[src/rtl/dtog_pkg.sv]
package dtog_pkg;
   typedef enum logic [1:0] {
      EP_CTRL = 2'b00,
      EP_ISO  = 2'b01,
      EP_BULK = 2'b10,
      EP_INTR = 2'b11
   } ep_kind_t;

   localparam logic PID_DATA0 = 1'b0;
   localparam logic PID_DATA1 = 1'b1;

   // A stored bit of 1 means the endpoint expects DATA1 next.
   function automatic logic pid_matches(input logic stored, input logic pid);
      return pid == stored;
   endfunction

   // Value stored after a matching packet: DATA0 sets, DATA1 clears.
   function automatic logic bit_after(input logic pid);
      return pid == PID_DATA0;
   endfunction
endpackage

[src/rtl/dtog_rx_decode.sv]
module dtog_rx_decode
   import dtog_pkg::*;
#(
   parameter int NUM_EP = 8,
   parameter int EPW    = 3
) (
   input  logic              bus_rst_i,
   input  logic              ep_rst_i,
   input  logic [EPW-1:0]    ep_rst_num_i,
   input  logic              rx_valid_i,
   input  logic [EPW-1:0]    rx_ep_i,
   input  logic              rx_pid_i,
   input  logic              rx_setup_i,
   input  logic [1:0]        rx_kind_i,
   input  logic [NUM_EP-1:0] cur_i,
   output logic [NUM_EP-1:0] load_en_o,
   output logic [NUM_EP-1:0] load_val_o
);
   logic     rx_is_ctrl;
   logic     rx_is_iso;
   ep_kind_t kind;

   assign kind       = ep_kind_t'(rx_kind_i);
   assign rx_is_ctrl = (kind == EP_CTRL);
   assign rx_is_iso  = (kind == EP_ISO);

   for (genvar g = 0; g < NUM_EP; g++) begin : g_ep
      logic sel_rx;
      logic sel_rst;
      logic setup_hit;
      logic data_hit;

      assign sel_rx    = rx_valid_i && (int'(rx_ep_i) == g) && !rx_is_iso;
      assign sel_rst   = ep_rst_i && (int'(ep_rst_num_i) == g);
      assign setup_hit = sel_rx && rx_setup_i && rx_is_ctrl;
      assign data_hit  = sel_rx && !rx_setup_i && pid_matches(cur_i[g], rx_pid_i);

      always_comb begin
         load_en_o[g]  = 1'b0;
         load_val_o[g] = 1'b0;
         if (bus_rst_i || sel_rst) begin
            load_en_o[g]  = 1'b1;
            load_val_o[g] = 1'b0;
         end else if (setup_hit) begin
            load_en_o[g]  = 1'b1;
            load_val_o[g] = bit_after(PID_DATA0);
         end else if (data_hit) begin
            load_en_o[g]  = 1'b1;
            load_val_o[g] = bit_after(rx_pid_i);
         end
      end
   end
endmodule

[src/rtl/dtog_cell.sv]
module dtog_cell (
   input  logic clk,
   input  logic rst_n,
   input  logic load_en_i,
   input  logic load_val_i,
   output logic bit_o
);
   always_ff @(posedge clk or negedge rst_n) begin
      if (!rst_n)
         bit_o <= 1'b0;
      else if (load_en_i)
         bit_o <= load_val_i;
   end
endmodule

[src/rtl/dtog_tx_sel.sv]
module dtog_tx_sel
   import dtog_pkg::*;
#(
   parameter int NUM_EP = 8,
   parameter int EPW    = 3
) (
   input  logic [NUM_EP-1:0] state_i,
   input  logic [EPW-1:0]    q_ep_i,
   input  logic [1:0]        q_kind_i,
   input  logic              q_status_i,
   output logic              q_toggle_o,
   output logic              q_tx_pid_o,
   output logic              q_na_o
);
   logic in_range;
   logic raw;

   assign in_range = int'(q_ep_i) < NUM_EP;

   always_comb begin
      raw = 1'b0;
      for (int i = 0; i < NUM_EP; i++)
         if (int'(q_ep_i) == i)
            raw = state_i[i];
   end

   assign q_toggle_o = in_range ? raw : 1'b0;
   assign q_na_o     = (ep_kind_t'(q_kind_i) == EP_ISO);

   always_comb begin
      if (q_na_o)
         q_tx_pid_o = PID_DATA0;
      else if (q_status_i)
         q_tx_pid_o = PID_DATA1;
      else
         q_tx_pid_o = q_toggle_o ? PID_DATA1 : PID_DATA0;
   end
endmodule

[src/rtl/dtog_tracker.sv]
module dtog_tracker
   import dtog_pkg::*;
#(
   parameter int NUM_EP = 8,
   parameter int EPW    = (NUM_EP > 1) ? $clog2(NUM_EP) : 1
) (
   input  logic           clk,
   input  logic           rst_n,
   input  logic           bus_rst_i,
   input  logic           ep_rst_i,
   input  logic [EPW-1:0] ep_rst_num_i,
   input  logic           rx_valid_i,
   input  logic [EPW-1:0] rx_ep_i,
   input  logic           rx_pid_i,
   input  logic           rx_setup_i,
   input  logic [1:0]     rx_kind_i,
   input  logic [EPW-1:0] q_ep_i,
   input  logic [1:0]     q_kind_i,
   input  logic           q_status_i,
   output logic           q_toggle_o,
   output logic           q_tx_pid_o,
   output logic           q_na_o
);
   localparam int MAX_EP = 1 << EPW;

   if (NUM_EP < 1 || NUM_EP > 32) begin : g_bad_count
      $error("dtog_tracker: NUM_EP must lie in 1..32");
   end
   if (NUM_EP > MAX_EP) begin : g_bad_width
      $error("dtog_tracker: EPW too narrow for NUM_EP");
   end

   logic [NUM_EP-1:0] tog_q;
   logic [NUM_EP-1:0] load_en;
   logic [NUM_EP-1:0] load_val;

   dtog_rx_decode #(.NUM_EP(NUM_EP), .EPW(EPW)) i_dec (
      .bus_rst_i    (bus_rst_i),
      .ep_rst_i     (ep_rst_i),
      .ep_rst_num_i (ep_rst_num_i),
      .rx_valid_i   (rx_valid_i),
      .rx_ep_i      (rx_ep_i),
      .rx_pid_i     (rx_pid_i),
      .rx_setup_i   (rx_setup_i),
      .rx_kind_i    (rx_kind_i),
      .cur_i        (tog_q),
      .load_en_o    (load_en),
      .load_val_o   (load_val)
   );

   for (genvar g = 0; g < NUM_EP; g++) begin : g_cell
      dtog_cell i_cell (
         .clk        (clk),
         .rst_n      (rst_n),
         .load_en_i  (load_en[g]),
         .load_val_i (load_val[g]),
         .bit_o      (tog_q[g])
      );
   end

   dtog_tx_sel #(.NUM_EP(NUM_EP), .EPW(EPW)) i_sel (
      .state_i    (tog_q),
      .q_ep_i     (q_ep_i),
      .q_kind_i   (q_kind_i),
      .q_status_i (q_status_i),
      .q_toggle_o (q_toggle_o),
      .q_tx_pid_o (q_tx_pid_o),
      .q_na_o     (q_na_o)
   );
endmodule

[config.mk]
export PLATFORM = sky130hd
export DESIGN_NAME = dtog_tracker
export DESIGN_NICKNAME = d
export VERILOG_FILES = /design/src/rtl/dtog_pkg.sv /design/src/rtl/dtog_rx_decode.sv /design/src/rtl/dtog_cell.sv /design/src/rtl/dtog_tx_sel.sv /design/src/rtl/dtog_tracker.sv
export SDC_FILE = /design/constraint.sdc
export NUM_CORES = 1
export LEC_CHECK = 0
export BUFFER_PORTS_ARGS = -buffer_cell sky130_fd_sc_hd__buf_2
export CAP_MARGIN = 20
export CORE_UTILIZATION = 35
export DETAILED_ROUTE_END_ITERATION = 12
export SYNTH_ARGS = -nofsm -noshare
export SYNTH_HDL_FRONTEND = slang
export SYNTH_SLANG_ARGS = --single-unit
[constraint.sdc]
create_clock -name clk -period 1.45 [get_ports clk]
set_input_delay 0.2175 -clock clk [delete_from_list [all_inputs] [get_ports clk]]
set_output_delay 0.2175 -clock clk [all_outputs]
set_load 0.005 [all_outputs]
==> impl_metrics.yaml <==
outcome:
  status: "complete, but fails checks"
  violations: "negative setup slack"
run:
  drv_cap: 0
yosys:
  avgSynthCellArea_um2: 10.3
  yosys_warnings: 0
  synthFlopType: "dfrtp_1"
  syn_inst: 60
  yosysSeqAreaShare_pct: 32.4
  synth-async-reset-ratio_pct: 100
  synthesis.area_um2: 618
  synth_edf_count: 0
  synth_cell_types: 25
  synthesis.nets: 81
  ys_seq_elements: 8
routing:
  viasPerCell: 5.76
  drt_iter0_drc: 11
  drc: 0
  first_pass_iters: 4
  wire_per_inst_um: 13.8
  num_vias: 599
  wirelength_mm: 1.43
  ant_nets: 0
clocking:
  cts_resized: 0
  cts.clk_slew.worst_paths_ns: 0.05
  htreeDepth: 1
  cts_sinks: 8
  clk_latency_ns: 0.25
  cts-root-buf: "clkbuf_4"
  cts_buffer_depth: 2
  cts_made_buffers: 3
  cts_tree: "built"
pwr:
  ir_drop_mv: 0.550
  total_power_mw: 0.511
  powerDensity_mw_per_mm2: 647
  p_leak_nw: 0.356
worst_setup_path:
  start_kind: "flop"
  critPathSlowestCell: "mux4_2"
  cp_max_fo: 2
  arrival_ns: 1.41
  crit_type: "flop to output port"
  cp_cell_sequence: "mux2i_1 > mux4_2 > a21oi_2 > buf_2"
  reg2reg_setup_slack_ns: 0.42
  end_kind: "output port"
  path_delay_family: "multiplexers"
  critPathMaxStageDelay_ns: 0.49
  cp.required_ns: 1.23
  cp_num_buf_inv: 1
sta:
  fmax_mhz: 613
  hold_violations: 0
  report.final.setup_viol: 2
  slew_headroom_pct: 72.1
  holdWs_ns: 0.260
  slew_violations: 0
  min_period_ns: 1.63
  finalWorstSetupSlack_ns: -0.180
  skew_ns: 0
  worst_pin_slew_ns: 0.418
  rsz0062_at_grt: "true"
  setup_tns_ns: -0.293
  period_share_pct: 112
floorplan:
  fp.dieW_um: 44.0
  dieArea_mm2: 0.00194
  fp.coreArea_mm2: 0.00158
  rows: 14
  die_h_um: 44.0
  start_util_pct: 39.2
  ios: 24
global_route:
  grt_pass1_wl_mm: 2.35
  gr-total-overflow: 0
  antenna_found_initial: 0
  grt_pass1_vias: 555
  use_met1_pct: 20.8
  grt_most_used_layer: "met2"
  grt_max_degree: 9
  globalRouteMet3Util_pct: 7.35
  use_met2_pct: 26.8
  grt_use_total_pct: 16.5
cells_and_area:
  largest_register: "g_cell.i_cell.bit_o"
  areaGrowthSynthToFinish_pct: 27.7
  top_regs: "g_cell.i_cell.bit_o (8)"
  diodes: 0
  largest_reg_flops: 8
  final_nets: 111
  drive_gt1_share_pct: 44.3
placement:
  place_congestion: 0.845
  portBuffers: 23
  hpwl_mm: 1.20
worst_hold_path:
  hold_path.class: "input port to flop"
==> path summary, 6_finish.rpt <==
| check | cells past startpoint | end | startpoint |
|---|---|---|---|
| hold / removal | 2 | g_cell[1].i_cell.bit_o | bus_rst_i |
| hold reg to reg | 1 | g_cell[7].i_cell.bit_o | g_cell[7].i_cell.bit_o |
| setup reg to reg | 3 | g_cell[4].i_cell.bit_o | g_cell[4].i_cell.bit_o |
| setup / recovery | 4 | q_tx_pid_o | g_cell[3].i_cell.bit_o |
| min in group asynchronous | 2 | g_cell[2].i_cell.bit_o | rst_n |
| max in group asynchronous | 2 | g_cell[0].i_cell.bit_o | rst_n |
==> cell usage after synthesis, drive strengths merged (2+ instances only) <==
cell type | number | area share, %
and4b | 2 | 3.2
a31oi | 2 | 2.0
o221a | 2 | 3.6
nand4b | 2 | 2.8
dfrtp | 8 | 32
inv | 2 | 1.2
nor2 | 7 | 4.3
and2 | 2 | 2.2
a2111oi | 6 | 12
a21oi | 7 | 6.3
mux2i | 4 | 6.5
nor2b | 6 | 6.1
==> final cells by class <==
type	count	area, µm²
Fill cell	156	787
Multi-Input combinational cell	49	399
Sequential cell	8	200
Timing Repair Buffer	26	140
Clock buffer	3	22.5
Tap cell	16	20.0
Inverter	2	7.51
==> logic make-up after synthesis <==
family | Yosys count | share of synthesized area, %
and+or+nand+nor | 26 | 29.6
AOI/OAI and AO/OA | 18 | 24.9
DFF | 8 | 32.4
muxes | 5 | 10.1
buffers and inverters | 3 | 3.04
==> worst register-to-register path, cell delays in order, from the launching register on <==
cell and delay (ns):
dfrtp_1 0.34, buf_4 0.11, a21oi_1 0.03, a2111oi_1 0.41
==> report_power, final <==
group	internal, mW	switching (mW)
clock	0.0942	0.0679
sequential	0.228	0.00277
combinational	0.0569	0.0606
total	0.379	0.131
==> repair_timing <==
action,4_1_cts,5_1_grt
hold endpoints to repair,8,0
hold buffers,1,0
setup buffers,0,2
setup endpoints to repair,2,2
pin swaps,1,0
==> routing by layer <==
metal | vias up | part of all wire [%] | wire, µm
met5 | - | 0 | 0
met4 | 0 | 1.0 | 15
met3 | 2 | 4.8 | 68
met2 | 12 | 51 | 734
met1 | 287 | 43 | 612
li1 | 298 | - | -
==> placed cells by master (no fill, tap or decap) <==
master         netlist  routed
mux4_2               1       1
nor2_1               7       7
buf_2                0      23
and4bb_2             1       1
nand3b_1             1       1
nand4_1              1       1
nand4b_1             2       2
a21oi_1              6       6
dfrtp_1              8       8
a31oi_1              2       2
or3b_2               1       1
and4b_1              2       2
mux2i_1              4       4
buf_4                0       2
nand4bb_1            1       1
nor2b_1              6       6
clkbuf_4             0       3
inv_1                2       2
a2111oi_1            3       3
nand2b_4             1       1
dlygate4sd3_1        0       1
a21oi_2              1       1
o21ai_0              1       1
a2111oi_2            3       3
o221a_2              2       2
and2_1               1       1
and2b_1              1       1
and2_2               1       1
==> metrics by stage <==
stage,setup slack (ns),instance area [µm²],cells,util (%)
floorplan,0.170,618,60,-
global placement,0.0320,742,98,47.1
detailed placement,0.00675,742,98,47.1
CTS,-0.185,774,102,49.1
global route,-0.244,790,104,50.1
finish,-0.180,790,104,50.1
Power figures use the tool's default switching activity.
